`src/rtl/ccu_irq_pkg.sv`:
```
package ccu_irq_pkg;
  localparam int REG_W        = 8;
  localparam int A_PEND0      = 0;
  localparam int A_PEND1      = 1;
  localparam int A_MASK0      = 2;
  localparam int A_MASK1      = 3;
  localparam int A_OVR_EN     = 4;
  localparam int A_TIME_BASE  = 8;
  localparam logic [REG_W-1:0] OVR_EN_RST = 8'hAA;
  localparam int OVR_GRP_BIT  = 4;  // first shared overrun bit in pending-1
endpackage

```
`src/rtl/ccu_cap_chan.sv`:
```
module ccu_cap_chan #(
  parameter int TS_W = 16
) (
  input  logic            clk_i,
  input  logic            rst_ni,
  input  logic            cap_mode_i,
  input  logic            cap_evt_i,
  input  logic [TS_W-1:0] cap_ts_i,
  input  logic            time_rd_i,
  output logic [TS_W-1:0] time_o,
  output logic            xfer_o,
  output logic            ovr_o
);
  logic            buf_v_q, time_v_q;
  logic [TS_W-1:0] buf_q, time_q;
  logic            cap_ok, load;

  assign cap_ok = cap_mode_i & cap_evt_i;
  // buffer drains when time reg is free or being read this edge
  assign xfer_o = buf_v_q & (~time_v_q | time_rd_i);
  assign ovr_o  = cap_ok & buf_v_q & ~xfer_o;
  assign load   = cap_ok & (~buf_v_q | xfer_o);
  assign time_o = time_q;

  always_ff @(posedge clk_i or negedge rst_ni) begin
    if (!rst_ni) begin
      buf_v_q  <= 1'b0;
      time_v_q <= 1'b0;
      buf_q    <= '0;
      time_q   <= '0;
    end else begin
      if (load)        buf_q <= cap_ts_i;
      if (load)        buf_v_q <= 1'b1;
      else if (xfer_o) buf_v_q <= 1'b0;
      if (xfer_o) begin
        time_q   <= buf_q;
        time_v_q <= 1'b1;
      end else if (time_rd_i) begin
        time_v_q <= 1'b0;
      end
    end
  end

  a_r4_xfer_loads_time: assert property (@(posedge clk_i) disable iff (!rst_ni)
    xfer_o |=> (time_v_q && time_q == $past(buf_q)));
  a_r6_ovr_keeps_buf: assert property (@(posedge clk_i) disable iff (!rst_ni)
    ovr_o |=> (buf_v_q && $stable(buf_q)));
  a_r5_read_empties: assert property (@(posedge clk_i) disable iff (!rst_ni)
    (time_rd_i && !buf_v_q) |=> !time_v_q);
endmodule

```
`src/rtl/ccu_ovr_merge.sv`:
```
module ccu_ovr_merge #(
  parameter int NUM_CH = 4
) (
  input  logic [NUM_CH-1:0]   ovr_i,
  input  logic [NUM_CH-1:0]   en_i,
  output logic [NUM_CH/2-1:0] grp_o
);
  localparam int NUM_GRP = NUM_CH / 2;

  for (genvar g = 0; g < NUM_GRP; g++) begin : g_grp
    assign grp_o[g] = |(ovr_i[2*g +: 2] & en_i[2*g +: 2]);
  end
endmodule

```
`src/rtl/ccu_irq_regs.sv`:
```
module ccu_irq_regs
  import ccu_irq_pkg::*;
#(
  parameter int               NUM_CH      = 4,
  parameter int               ADDR_W      = 4,
  parameter logic [REG_W-1:0] PEND0_VALID = 8'h3F,
  parameter logic [REG_W-1:0] PEND1_VALID = 8'h30
) (
  input  logic              clk_i,
  input  logic              rst_ni,
  input  logic              wr_en_i,
  input  logic [ADDR_W-1:0] addr_i,
  input  logic [REG_W-1:0]  wdata_i,
  input  logic [REG_W-1:0]  set0_i,
  input  logic [REG_W-1:0]  set1_i,
  output logic [REG_W-1:0]  pend0_o,
  output logic [REG_W-1:0]  pend1_o,
  output logic [NUM_CH-1:0] ovr_en_o,
  output logic [REG_W-1:0]  rdata_o,
  output logic              irq_o
);
  logic [REG_W-1:0]  pend0_q, pend1_q, mask0_q, mask1_q;
  logic [REG_W-1:0]  pend0_d, pend1_d, ovr_en_rd;
  logic [NUM_CH-1:0] ovr_en_q;
  logic              wr_p0, wr_p1, wr_m0, wr_m1, wr_oe;

  assign wr_p0 = wr_en_i && addr_i == ADDR_W'(A_PEND0);
  assign wr_p1 = wr_en_i && addr_i == ADDR_W'(A_PEND1);
  assign wr_m0 = wr_en_i && addr_i == ADDR_W'(A_MASK0);
  assign wr_m1 = wr_en_i && addr_i == ADDR_W'(A_MASK1);
  assign wr_oe = wr_en_i && addr_i == ADDR_W'(A_OVR_EN);

  // writes only clear; a concurrent set wins
  assign pend0_d = (((wr_p0) ? (pend0_q & wdata_i) : pend0_q) | set0_i) & PEND0_VALID;
  assign pend1_d = (((wr_p1) ? (pend1_q & wdata_i) : pend1_q) | set1_i) & PEND1_VALID;

  always_ff @(posedge clk_i or negedge rst_ni) begin
    if (!rst_ni) begin
      pend0_q  <= '0;
      pend1_q  <= '0;
      mask0_q  <= '0;
      mask1_q  <= '0;
      ovr_en_q <= '0;
    end else begin
      pend0_q <= pend0_d;
      pend1_q <= pend1_d;
      if (wr_m0) mask0_q <= wdata_i;
      if (wr_m1) mask1_q <= wdata_i;
      if (wr_oe) begin
        for (int c = 0; c < NUM_CH; c++) ovr_en_q[c] <= wdata_i[2*c];
      end
    end
  end

  always_comb begin
    ovr_en_rd = OVR_EN_RST;
    for (int c = 0; c < NUM_CH; c++) ovr_en_rd[2*c] = ovr_en_q[c];
  end

  always_comb begin
    rdata_o = '0;
    if      (addr_i == ADDR_W'(A_PEND0))  rdata_o = pend0_q;
    else if (addr_i == ADDR_W'(A_PEND1))  rdata_o = pend1_q;
    else if (addr_i == ADDR_W'(A_MASK0))  rdata_o = mask0_q;
    else if (addr_i == ADDR_W'(A_MASK1))  rdata_o = mask1_q;
    else if (addr_i == ADDR_W'(A_OVR_EN)) rdata_o = ovr_en_rd;
  end

  assign irq_o    = (|(pend0_q & mask0_q)) | (|(pend1_q & mask1_q));
  assign pend0_o  = pend0_q;
  assign pend1_o  = pend1_q;
  assign ovr_en_o = ovr_en_q;

  a_r9_set_wins: assert property (@(posedge clk_i) disable iff (!rst_ni)
    (set0_i != '0) |=> ((pend0_q & $past(set0_i & PEND0_VALID)) == $past(set0_i & PEND0_VALID)));
  a_r9_write_only_clears: assert property (@(posedge clk_i) disable iff (!rst_ni)
    (wr_p0 && set0_i == '0) |=> ((pend0_q & ~$past(pend0_q)) == '0));
  a_r10_masked_quiet: assert property (@(posedge clk_i) disable iff (!rst_ni)
    (mask0_q == '0 && mask1_q == '0) |-> !irq_o);
  a_r7_grp_needs_src: assert property (@(posedge clk_i) disable iff (!rst_ni)
    (!wr_p1 && set1_i == '0) |=> $stable(pend1_q));
endmodule

```
`src/rtl/ccu_irq_agg.sv`:
```
module ccu_irq_agg
  import ccu_irq_pkg::*;
#(
  parameter int NUM_CH = 4,
  parameter int TS_W   = 16,
  parameter int ADDR_W = 4
) (
  input  logic                         clk_i,
  input  logic                         rst_ni,
  input  logic [NUM_CH-1:0]            cap_mode_i,
  input  logic [NUM_CH-1:0]            cap_evt_i,
  input  logic [NUM_CH-1:0][TS_W-1:0]  cap_ts_i,
  input  logic [NUM_CH-1:0]            cmp_match_i,
  input  logic [1:0]                   tmr_ovf_i,
  input  logic                         wr_en_i,
  input  logic                         rd_en_i,
  input  logic [ADDR_W-1:0]            addr_i,
  input  logic [REG_W-1:0]             wdata_i,
  output logic [TS_W-1:0]              rdata_o,
  output logic [REG_W-1:0]             pend0_o,
  output logic [REG_W-1:0]             pend1_o,
  output logic                         irq_o
);
  localparam int NUM_GRP  = NUM_CH / 2;
  localparam int TMR_BIT  = NUM_CH;
  localparam logic [REG_W-1:0] PEND0_VALID = REG_W'((1 << (NUM_CH + 2)) - 1);
  localparam logic [REG_W-1:0] PEND1_VALID = REG_W'(((1 << NUM_GRP) - 1) << OVR_GRP_BIT);

  logic [NUM_CH-1:0]            time_rd, xfer, ovr, ovr_en, chan_evt;
  logic [NUM_CH-1:0][TS_W-1:0]  time_val;
  logic [NUM_GRP-1:0]           grp_ovr;
  logic [REG_W-1:0]             set0, set1, reg_rdata;

  for (genvar c = 0; c < NUM_CH; c++) begin : g_ch
    assign time_rd[c]  = rd_en_i && addr_i == ADDR_W'(A_TIME_BASE + c);
    assign chan_evt[c] = cap_mode_i[c] ? xfer[c] : cmp_match_i[c];

    ccu_cap_chan #(.TS_W(TS_W)) u_chan (
      .clk_i      (clk_i),
      .rst_ni     (rst_ni),
      .cap_mode_i (cap_mode_i[c]),
      .cap_evt_i  (cap_evt_i[c]),
      .cap_ts_i   (cap_ts_i[c]),
      .time_rd_i  (time_rd[c]),
      .time_o     (time_val[c]),
      .xfer_o     (xfer[c]),
      .ovr_o      (ovr[c])
    );
  end

  ccu_ovr_merge #(.NUM_CH(NUM_CH)) u_merge (
    .ovr_i (ovr),
    .en_i  (ovr_en),
    .grp_o (grp_ovr)
  );

  always_comb begin
    set0 = '0;
    set0[NUM_CH-1:0]       = chan_evt;
    set0[TMR_BIT +: 2]     = tmr_ovf_i;
    set1 = '0;
    set1[OVR_GRP_BIT +: NUM_GRP] = grp_ovr;
  end

  ccu_irq_regs #(
    .NUM_CH      (NUM_CH),
    .ADDR_W      (ADDR_W),
    .PEND0_VALID (PEND0_VALID),
    .PEND1_VALID (PEND1_VALID)
  ) u_regs (
    .clk_i    (clk_i),
    .rst_ni   (rst_ni),
    .wr_en_i  (wr_en_i),
    .addr_i   (addr_i),
    .wdata_i  (wdata_i),
    .set0_i   (set0),
    .set1_i   (set1),
    .pend0_o  (pend0_o),
    .pend1_o  (pend1_o),
    .ovr_en_o (ovr_en),
    .rdata_o  (reg_rdata),
    .irq_o    (irq_o)
  );

  always_comb begin
    rdata_o = TS_W'(reg_rdata);
    for (int c = 0; c < NUM_CH; c++) begin
      if (addr_i == ADDR_W'(A_TIME_BASE + c)) rdata_o = time_val[c];
    end
  end

  a_r2_cmp_sets_pend: assert property (@(posedge clk_i) disable iff (!rst_ni)
    (cmp_match_i[0] && !cap_mode_i[0]) |=> pend0_o[0]);
  a_r3_tmr_sets_pend: assert property (@(posedge clk_i) disable iff (!rst_ni)
    tmr_ovf_i[1] |=> pend0_o[TMR_BIT+1]);
endmodule

```
`config.mk`:
```
export PLATFORM = sky130hd
export DESIGN_NAME = ccu_irq_agg
export DESIGN_NICKNAME = d
export VERILOG_FILES = /design/src/rtl/ccu_irq_pkg.sv /design/src/rtl/ccu_cap_chan.sv /design/src/rtl/ccu_ovr_merge.sv /design/src/rtl/ccu_irq_regs.sv /design/src/rtl/ccu_irq_agg.sv
export SDC_FILE = /design/constraint.sdc
export NUM_CORES = 1
export LEC_CHECK = 0
export CAP_MARGIN = 40
export CORE_MARGIN = 4
export CORE_UTILIZATION = 50
export DETAILED_ROUTE_END_ITERATION = 12
export PLACE_DENSITY = 0.84
export SETUP_SLACK_MARGIN = 0.5
export SYNTH_ARGS = -nofsm -noshare
export SYNTH_HDL_FRONTEND = slang
export SYNTH_HIERARCHICAL = 1
export SYNTH_SLANG_ARGS = --single-unit
```
`constraint.sdc`:
```
create_clock -name clk_i -period 2.74 [get_ports clk_i]
set_input_delay 0.274 -clock clk_i [delete_from_list [all_inputs] [get_ports clk_i]]
set_output_delay 0.274 -clock clk_i [all_outputs]
set_load 0.01 [all_outputs]
```
Word-level counts from Yosys, hierarchy flattened
Cells that the tools add are included.

operators by class
  eq/ne operators = 8
  muxes and demuxes = 31
  bitwise gates (word level) = 49
  reductions and logical operators = 22

operator list
  cell                                                 number
  two-way mux 16 bit                                   4
  two-way mux 8 bit                                    5
  AND 1 bit                                            20
  two-way mux 1 bit                                    20
  AND 6 x 8 -> 8 bit                                   2
  equality test 4 bit, second input constant           4
  nonzero test 2 bit                                   8
  OR reduction 8 bit                                   2
  AND 6 bit                                            2
  two-way mux 6 bit                                    2
  inverter 1 bit                                       12
  OR 6 bit                                             2
  logical AND 1 bit                                    9
  OR 1 bit                                             9
  equality test 4 x 2 -> 1 bit, second input constant  2
  AND 2 bit                                            2
  equality test 4 x 1 -> 1 bit, second input constant  1
  equality test 4 x 3 -> 1 bit, second input constant  1
  logical NOT 4 bit                                    1
  OR reduction 2 bit                                   2

word-level totals
  bits in registers = 164
  bits of input ports = 94

Logic depth before layout (Yosys ltp)
Gate-level depths: netlist of run 1.

  word-level depth = 10
  gate-level depth with buffers = 11
  depth with buffers taken out = 8

Hierarchy
Netlist of run 1, hierarchy kept.

modules (own cells, without submodules)
  module         instances  cells an instance  area each (um2)
  ccu_cap_chan   4          78                 1,340.0
  ccu_irq_regs   1          138                1,534.0
  ccu_irq_agg    1          101                822.0
  ccu_ovr_merge  1          2                  17.5

Worst setup path before layout of run 1
No wires, ideal clock.

  path type = input -> register
  from = input port addr_i[0]
  to = register u_regs.pend0_q[2], in the netlist u_regs/pend0_o[2]
  setup time = 0.125 ns
  arrival = 1.990 ns
  path slack = 0.626 ns
  cell stages on the path = 11
  path through = buf_4 > buf_2 > clkbuf_1 > nand2b_1 > nor3_1 > nand2b_1 > nand2_2 > buf_2 > inv_1 > mux2_2 > nand2b_1

on the way
  longest elaborated chain between the ends = 6

RTL lines
  item                         line                text
  start: declaration           ccu_irq_agg.sv:17   input logic [ADDR_W-1:0] addr_i,
  equality test 4 bit          ccu_irq_agg.sv:35   assign time_rd[c] = rd_en_i && addr_i == ADDR_W'(A_TIME_BASE + c);
  logical AND 1 bit            ccu_irq_agg.sv:35
  named net time_rd[2]         ccu_irq_agg.sv:29   logic [NUM_CH-1:0] time_rd, xfer, ovr, ovr_en, chan_evt;
  OR 1 bit                     ccu_cap_chan.sv:20  assign xfer_o = buf_v_q & (~time_v_q | time_rd_i);
  AND 1 bit                    ccu_cap_chan.sv:20
  named net xfer[2]            ccu_irq_agg.sv:29
  two-way mux 1 bit            ccu_irq_agg.sv:36   assign chan_evt[c] = cap_mode_i[c] ? xfer[c] : cmp_match_i[c];
  named net chan_evt[2]        ccu_irq_agg.sv:29
  OR 6 bit                     ccu_irq_regs.sv:34  assign pend0_d = (((wr_p0) ? (pend0_q & wdata_i) : pend0_q) | set0_i) & PEND0_VALID;
  named net u_regs.pend0_d[2]  ccu_irq_regs.sv:23  logic [REG_W-1:0] pend0_d, pend1_d, ovr_en_rd;
  end signal: assignment       ccu_irq_regs.sv:45  pend0_q <= pend0_d;
  end: declaration             ccu_irq_regs.sv:22  logic [REG_W-1:0] pend0_q, pend1_q, mask0_q, mask1_q;

The timed path passes the listed nets, and every way through them passes these cells.
A chain may end at the register's enable or synchronous reset.

Worst setup path in the final report of run 1
  from = register u_regs.mask0_q[4]
  to = output port rdata_o[4]

on the way
  longest elaborated chain between the ends = 7

RTL lines
  item                              line                text
  start: declaration                ccu_irq_regs.sv:22
  start signal: assignment          ccu_irq_regs.sv:47  if (wr_m0) mask0_q <= wdata_i;
  two-way mux 8 bit                 ccu_irq_regs.sv:64  else if (addr_i == ADDR_W'(A_MASK0)) rdata_o = mask0_q;
  two-way mux 8 bit                 ccu_irq_regs.sv:63  else if (addr_i == ADDR_W'(A_PEND1)) rdata_o = pend1_q;
  two-way mux 8 bit                 ccu_irq_regs.sv:62  if (addr_i == ADDR_W'(A_PEND0)) rdata_o = pend0_q;
  named net reg_rdata[4]            ccu_irq_agg.sv:32   logic [REG_W-1:0] set0, set1, reg_rdata;
  two-way mux 16 bit (4 in series)  ccu_irq_agg.sv:88   if (addr_i == ADDR_W'(A_TIME_BASE + c)) rdata_o = time_val[c];
  end: declaration                  ccu_irq_agg.sv:19   output logic [TS_W-1:0] rdata_o,

The timed path passes the listed nets, and every way through them passes these cells.

==> impl_results.md, run 1 <==
* Status: finished clean
* Fmax at 0.4169 GHz
* Total power per unit cell area at 825.8 nW/um2
* Gp weighted congestion at 0.9082
* Worst hold start: tmr_ovf_i[0]
* Max_cap viols at 0
* Placed insts at 868
* Worst endpoint required time at 2470 ps
* TritonRoute pass-1 iters at 4
* Diode count at 0
* Ys Warns at 6
* DR vias at 4947
* Worst Path Arrival at 2120 ps
* Syn Std Cell Area at 7730 um2
* R2R cell count at 4
* Initial DRC Count at 380
* # port buffers at 118
* Antenna-violating nets left at 0
* Hold Vio Cnt, Final at 0
* Pin count of the biggest net entering global routing at 74
* Drt wl/cell at 20.21 um
* CTS sink cnt at 164
* Root Driver: clkbuf_16
* RSZ-0062 raised after global routing: true
* Worst reg2reg endpoint: g_ch[1].u_chan/buf_q[6]
* Hold depth at 2
* Total track usage at 21.56%
* Final Skew at 6.995 ps
* Layout cell share with drive strength beyond 1 at 40.78%
* CORE AREA at 15150 um2
* Commonest non-fill, non-tap cell in the layout: dfrtp_1
* Starting Density at 51.04%
* DRC at 0
* Max rail drop VDD at 0.0004986 V
* Final setup viols at 0
* Gate Count Post-Synth at 552
* Crit end category: output port
* H-Tree Depth at 4
* Cell Area, Placed at 9276 um2
* Clk_lat worst skew at 420 ps
* Hold Crit Class: in -> reg
* Vias in the first global route at 5353
* Slew HR at 56.27%
* Congestion Overflow GR at 0
* Final Non-Filler Cells at 904
* Chip height at 132.3 um
* Longest Clk Path Bufs at 2
* Fillers at 1088
* Die area at 17510 um2
* Crit path launch type: flip-flop
* Total CTS buffers at 17
* I/O Pins at 127
* Most frequent cells in the layout: dfrtp_1 (164), mux2_2 (116), clkdlybuf4s50_1 (100)
* CTS clk-pin slew, worst paths at 60 ps
* Post-route cell area at 9987 um2
* Die width at 132.3 um
* Tmin final at 2399 ps
* Synthesized area per cell at 14.00 um2
* Worst Setup Path Type: reg -> out
* # nets final at 797
* Area grow syn2layout at 29.20%
* TritonCTS clock tree: yes
* Detailed Place HPWL at 13190 um
* Max-slew violation count at 0
* Floorplan row count at 45
* Initial antenna violation count at 0
* Final Cycle Share at 87.54%
* First-pass GRT wire length at 29640 um
* CP Max Fanout at 2
* Overall routed net length at 18270 um
* Flop2flop setup slack at 1330 ps
* Vias/cell at 5.472
* Least-Margin Pin Slew at 655.9 ps
* Hold EP: u_regs/pend0_o[4]
* Leakage power at 4.383 nW
* Critical R2R Launch: g_ch[1].u_chan/buf_v_q
* Total power at 8.247 mW
through the flow:
| stage | utilization [%] | setup slack [ps] | hold slack, ps | TNS [ps] |
|---|---|---|---|---|
| after floorplan | - | 625.7 | -21.59 | 0 |
| after global placement | 61.25 | -188.1 | 309.2 | -853.9 |
| after detailed placement | 61.25 | -196.1 | 324.7 | -3318 |
| after CTS | 65.70 | 317.2 | 396.6 | 0 |
| after global routing | 65.94 | 282.1 | 415.7 | 0 |
| final | 65.94 | 341.3 | 412.3 | 0 |
critical path: stages, from the launching register on:
cell and delay, ps:
dfrtp_1 390, or4b_4 500, o31ai_4 80, a2111oi_2 80, buf_4 150, nand2_2 50, o221ai_2 100, a22o_1 220
buf_2 140
final cells by class:
cell class | count | area, um2 | area share [%]
inverter | 15 | 56.30 | 0.5638
clock buffer | 19 | 452.9 | 4.535
sequential | 164 | 4104 | 41.09
multi-input combinational | 340 | 3356 | 33.60
timing repair buffer | 165 | 1635 | 16.37
tap | 188 | 235.2 | 2.355
clock inverter | 13 | 147.6 | 1.478
how the worst max path moves through the flow:
stage	cells after the start	startpoint	slack (ps)	endpoint
floorplan	11	addr_i[0]	630	u_regs/pend0_o[2]
global placement	9	addr_i[2]	-190	rdata_o[4]
detailed placement	9	addr_i[1]	-200	rdata_o[0]
CTS	8	u_regs/mask0_q[4]	320	rdata_o[4]
global route	8	u_regs/mask0_q[4]	280	rdata_o[4]
finish	8	u_regs/mask0_q[4]	340	rdata_o[4]
registers in the layout, indices dropped and copies added, names as in the netlist, 4 cells and up:
name                  cells
g_ch.u_chan/buf_q        64
u_regs/mask1_q            8
u_regs/pend0_o            6
g_ch.u_chan/time_v_q      4
u_regs/ovr_en_o           4
u_regs/mask0_q            8
g_ch.u_chan/buf_v_q       4
g_ch.u_chan/time_o       64
timing repair:
item,in CTS,in global routing
gates resized for setup,48,15
hold endpoints to repair,70,0
buffers inserted,1,1
hold buffers,1,0
gates cloned,1,0
pin swaps,9,11
endpoints found under the setup margin,52,47
metal layers:
layer | up-vias | track usage [%] | routed length [um]
li1 | 2266 | - | -
met1 | 2538 | 29.24 | 8256
met2 | 120 | 35.37 | 8986
met3 | 23 | 3.893 | 673
met4 | 0 | 7.102 | 356
met5 | - | 0 | 0
where the power goes:
group / internal (mW) / total (mW) / switching, mW / leakage, nW
registers: 3.35 / 3.97 / 0.612 / 1.92
clock network: 1.40 / 2.39 / 0.987 / 0.288
logic: 1.27 / 1.89 / 0.623 / 2.17
(Power assumes the default switching activity.)
==> run 2: changes to the inputs <==
--- a/config.mk
+++ b/config.mk
@@ -7,9 +7,9 @@
 export LEC_CHECK = 0
 export CAP_MARGIN = 40
 export CORE_MARGIN = 4
-export CORE_UTILIZATION = 50
+export CORE_UTILIZATION = 45
 export DETAILED_ROUTE_END_ITERATION = 12
-export PLACE_DENSITY = 0.84
+export PLACE_DENSITY = 0.77
 export SETUP_SLACK_MARGIN = 0.5
 export SYNTH_ARGS = -nofsm -noshare
 export SYNTH_HDL_FRONTEND = slang
==> constraint.sdc (replaced) <==
create_clock -name clk_i -period 2.6 [get_ports clk_i]
set_input_delay 0.26 -clock clk_i [delete_from_list [all_inputs] [get_ports clk_i]]
set_output_delay 0.26 -clock clk_i [all_outputs]
set_load 0.01 [all_outputs]
==> impl_results.md, run 2 (synthesis gave the netlist of run 1 again) <==
* Status: finished clean
* Critical R2R Launch: g_ch[0].u_chan/buf_v_q
* CORE AREA at 16700 um2
* Antenna-violating nets left at 0
* Max-slew violation count at 0
* I/O Pins at 127
* Vias/cell at 5.317
* CP Max Fanout at 2
* Overall routed net length at 18460 um
* Floorplan row count at 47
* Worst reg2reg endpoint: g_ch[0].u_chan/buf_q[1]
* # nets final at 807
* Diode count at 0
* Least-Margin Pin Slew at 673.3 ps
* Max_cap viols at 0
* Drt wl/cell at 19.51 um
* Congestion Overflow GR at 0
* H-Tree Depth at 4
* CTS sink cnt at 164
* Clk_lat worst skew at 420 ps
* Most frequent cells in the layout: dfrtp_1 (164), mux2_2 (115), clkdlybuf4s50_1 (96)
* First-pass GRT wire length at 30120 um
* Final Skew at 7.397 ps
* Place WS at -413.5 ps
* Worst Setup Path Type: reg -> out
* Worst Path Arrival at 2150 ps
* Met3 routed WL at 824 um
* Crit end category: output port
* Total track usage at 19.73%
* Crit-path cells: or4b_4 -> o31ai_2 -> a2111oi_2 -> buf_4 -> nand2_2 -> o221ai_2 -> a22o_1 -> buf_2
* Max rail drop VDD at 0.0005127 V
* CP max stage cell: or4b_4
* Die area at 19340 um2
* Total power per unit cell area at 855.0 nW/um2
* Leakage power at 4.411 nW
* Final Cycle Share at 92.65%
* Tmin final at 2409 ps
* Crit path launch type: flip-flop
* Flop2flop setup slack at 1230 ps
* Worst Setup EP: rdata_o[4]
* Worst hold slack at 389.6 ps
* Gp weighted congestion at 0.8445
* Hold Crit Class: in -> reg
* Starting Density at 46.28%
* Placed insts at 902
* Critical path launch point: u_regs/mask0_q[4]
* Final WS setup at 191.2 ps
* Pin count of the biggest net entering global routing at 70
* R2R cell count at 5
* Slew HR at 55.11%
* Area grow syn2layout at 32.21%
* Met2 wire len at 8956 um
* Max incr delay on CP at 490 ps
* Detailed Place HPWL at 13520 um
* Wl on met1 at 8349 um
* TritonRoute pass-1 iters at 5
* Hold Vio Cnt, Final at 0
* Die width at 139.1 um
* RSZ-0062 raised after global routing: true
* Total CTS buffers at 17
* Worst endpoint required time at 2340 ps
* DRC at 0
* Chip height at 139.1 um
* Fillers at 1245
* CTS clk-pin slew, worst paths at 60 ps
* Commonest non-fill, non-tap cell in the layout: dfrtp_1
* DR vias at 5030
* Root Driver: clkbuf_16
* Fmax at 0.4151 GHz
* Post-route cell area at 10220 um2
* Final Non-Filler Cells at 946
* TritonCTS clock tree: yes
* Longest Clk Path Bufs at 2
* Initial DRC Count at 281
* # port buffers at 118
* Initial antenna violation count at 0
* Vias in the first global route at 5500
* TNS Setup at 0 ps
* Cell Area, Placed at 9356 um2
* Top sig layer: met4
* Final setup viols at 0
* Layout cell share with drive strength beyond 1 at 43.25%
## run 2: changes by cell type in the layout (fill, tap and decap cells not counted), moves of 3 or more
cell / previous run / this run
clkdlybuf4s50_1: 100 / 96
buf_4: 34 / 39
dlygate4sd2_1: 2 / 5
dlymetal6s2s_1: 4 / 1
a21oi_1: 10 / 4
clkdlybuf4s15_2: 0 / 4
a21oi_2: 1 / 5
buf_6: 3 / 6
## run 2: metal layers
metal / GRT usage, % / up-vias
li1: - / 2294
met5: 0 / -
met3: 4.517 / 26
met4: 5.922 / 0
met1: 26.59 / 2574
met2: 32.09 / 136
## run 2: final cells by class
cell class | instances | area [um2] | area share [%]
Multi-Input combinational cell | 340 | 3420 | 33.46
Inverter | 15 | 56.30 | 0.5509
Timing Repair Buffer | 175 | 1763 | 17.25
Clock inverter | 12 | 145.1 | 1.420
Clock buffer | 20 | 456.7 | 4.469
Sequential cell | 164 | 4104 | 40.16
Tap cell | 220 | 275.3 | 2.693
## run 2: stage by stage
stage	utilization (%)	total power, mW
2_1_floorplan	-	5.338
3_5_place_dp	56.02	6.164
6_report	61.19	8.738
5_1_grt	61.19	9.186
3_3_place_gp	56.02	6.031
4_1_cts	60.60	8.781
## run 2: critical path, delay by kind of cell (launching register included)
family	cells	cell delay [ps]
flops	1	400
compound gates	4	500
simple gates	2	540
buf+inv	2	290
## run 2: timing repair
item	in CTS	in global routing
gates cloned	2	0
pin swaps	10	8
hold buffers	1	0
endpoints found under the setup margin	112	36
setup buffers	4	5
resized for setup	76	16
endpoints found under the hold margin	67	0
## run 2: how the worst min path moves through the flow
stage                                         end    startpoint  slack, ps  depth (start not counted)
after global placement     g_ch[2].u_chan/buf_v_q        rst_ni        310                          1
final                           u_regs/pend0_o[5]  tmr_ovf_i[1]        390                          2
after floorplan           g_ch[0].u_chan/buf_q[0]        rst_ni        -40                          0
after detailed placement  g_ch[2].u_chan/time_v_q        rst_ni        320                          1
after global routing            u_regs/pend0_o[5]  tmr_ovf_i[1]        390                          2
after CTS                       u_regs/pend0_o[5]  tmr_ovf_i[1]        380                          2
## run 2: power breakdown
part | internal [mW] | switching (mW)
combinational | 1.36 | 0.655
sequential | 3.53 | 0.659
clock | 1.49 | 1.04
==> run 3: changes to the inputs <==
--- a/config.mk
+++ b/config.mk
@@ -9,7 +9,7 @@
 export CORE_MARGIN = 4
 export CORE_UTILIZATION = 45
 export DETAILED_ROUTE_END_ITERATION = 12
-export PLACE_DENSITY = 0.77
+export PLACE_DENSITY = 0.8
 export SETUP_SLACK_MARGIN = 0.5
 export SYNTH_ARGS = -nofsm -noshare
 export SYNTH_HDL_FRONTEND = slang
==> impl_results.md, run 3 (synthesis gave the netlist of run 1 again) <==
* Hold Vio Cnt, Final at 0
* Detailed Place HPWL at 13700 um
* # port buffers at 118
* Longest Clk Path Bufs at 2
* FF/Latch Area at 4104 um2
* Overall routed net length at 18720 um
* CTS sink cnt at 164
* Final Cycle Share at 92.03%
* Total track usage at 19.48%
* Worst endpoint required time at 2340 ps
* Initial antenna violation count at 0
* # nets final at 796
* I/O Pins at 127
* Max incr delay on CP at 510 ps
* DR vias at 4960
* Final Skew at 10.20 ps
* Gp weighted congestion at 0.9173
* Antenna-violating nets left at 0
* Most frequent cells in the layout: dfrtp_1 (164), mux2_2 (114), clkdlybuf4s50_1 (97)
* Starting Density at 46.28%
* Crit end category: output port
* Hold Crit Class: in -> reg
* Worst path bufs/invs at 2
* Leakage power at 4.333 nW
* Post-route cell area at 10000 um2
* Pin count of the biggest net entering global routing at 69
* Vias/cell at 5.316
* Die area at 19340 um2
* Cell Area, Placed at 9311 um2
* Vias in the first global route at 5461
* Clk_lat worst skew at 430 ps
* TNS Setup at 0 ps
* Critical path launch point: u_regs/mask0_q[4]
* Floorplan row count at 47
* First-pass GRT wire length at 29880 um
* Fmax at 0.4179 GHz
* Placed insts at 896
* Max-slew violation count at 0
* Final setup viols at 0
* Diode count at 0
* Chip height at 139.1 um
* Final Non-Filler Cells at 933
* H-Tree Depth at 4
* Worst Path Arrival at 2130 ps
* Area of the multi-input gates at 3364 um2
* Die width at 139.1 um
* Critical R2R Launch: g_ch[0].u_chan/buf_v_q
* Tmin final at 2393 ps
* Status: finished clean
* Root Driver: clkbuf_16
* Crit path launch type: flip-flop
* Slew HR at 55.44%
* Crit-path cells: or4b_4 -> o31ai_4 -> a2111oi_2 -> buf_4 -> nand2_2 -> o221ai_2 -> a22o_1 -> buf_2
* CTS clk-pin slew, worst paths at 60 ps
* Max rail drop VDD at 0.0005827 V
* Layout cell share with drive strength beyond 1 at 41.23%
* Initial DRC Count at 306
* Least-Margin Pin Slew at 668.4 ps
* Worst hold start: tmr_ovf_i[0]
* CP max stage cell: or4b_4
* Total power per unit cell area at 844.2 nW/um2
* Fillers at 1286
* Area grow syn2layout at 29.38%
* Drt wl/cell at 20.07 um
* Worst Setup Path Type: reg -> out
* Congestion Overflow GR at 0
* Place WS at -306.6 ps
* Critical path's top delay family: simple AND/OR/NAND/NOR gates
* CP Max Fanout at 2
* RSZ-0062 raised after global routing: true
* Max_cap viols at 0
* Commonest non-fill, non-tap cell in the layout: dfrtp_1
* Total CTS buffers at 17
* Final WS setup at 207.2 ps
* TritonRoute pass-1 iters at 4
* TritonCTS clock tree: yes
* CORE AREA at 16700 um2
* DRC at 0
[run 3: changes by cell type in the layout (fill, tap and decap cells not counted), sizes merged]
cell and change:
clkdlybuf4s50 +1, clkbuf +1, dlygate4sd2 +4, clkdlybuf4s15 -5, dlymetal6s2s -1, buf -11, bufinv -2
[run 3: worst paths after layout]
| kind | slack, ps | cells after the start | endpoint |
|---|---|---|---|
| setup / recovery | 210 | 8 | rdata_o[4] |
| max in group asynchronous | 1460 | 3 | g_ch[3].u_chan/buf_q[13] |
| setup reg to reg | 1230 | 4 | g_ch[0].u_chan/buf_q[14] |
| hold reg to reg | 500 | 1 | g_ch[1].u_chan/buf_q[3] |
| hold / removal | 390 | 2 | u_regs/pend0_o[4] |
| min in group asynchronous | 410 | 2 | u_regs/pend0_o[3] |
[run 3: per-layer routing]
metal | GRT usage, % | vias to the layer above | routed length (um)
met2 | 31.42 | 132 | 9056
met5 | 0 | - | 0
li1 | - | 2260 | -
met3 | 3.655 | 22 | 852
met1 | 26.81 | 2546 | 8536
met4 | 6.282 | 0 | 276
[run 3: through the flow]
step | power (mW) | util (%) | hold WS [ps]
after floorplan | 5.338 | - | -35.59
after global placement | 6.019 | 55.75 | 298.2
after detailed placement | 6.147 | 55.75 | 312.4
after CTS | 8.492 | 59.60 | 378.1
after global routing | 8.866 | 59.88 | 400.1
final | 8.442 | 59.88 | 392.2
[run 3: cell type report]
cell class / count / share of cell area [%]
flip-flops and latches: 164 / 41.04
multi-input cells: 340 / 33.64
repair buffers: 164 / 16.70
clock buffers: 20 / 4.567
well taps: 220 / 2.752
clock inverters: 10 / 0.7381
inverters: 15 / 0.5630
[run 3: what timing repair did]
action	4_1_cts	5_1_grt
endpoints found under the setup margin	149	13
hold buffers	1	0
pin swaps	8	14
cloned	1	1
setup buffers	4	0
endpoints found under the hold margin	66	0
gates resized for setup	65	13
[run 3: power by group]
part,leakage (nW),switching (mW),internal [mW]
clock,0.259,1.01,1.27
sequential,1.92,0.636,3.54
combinational,2.15,0.658,1.34
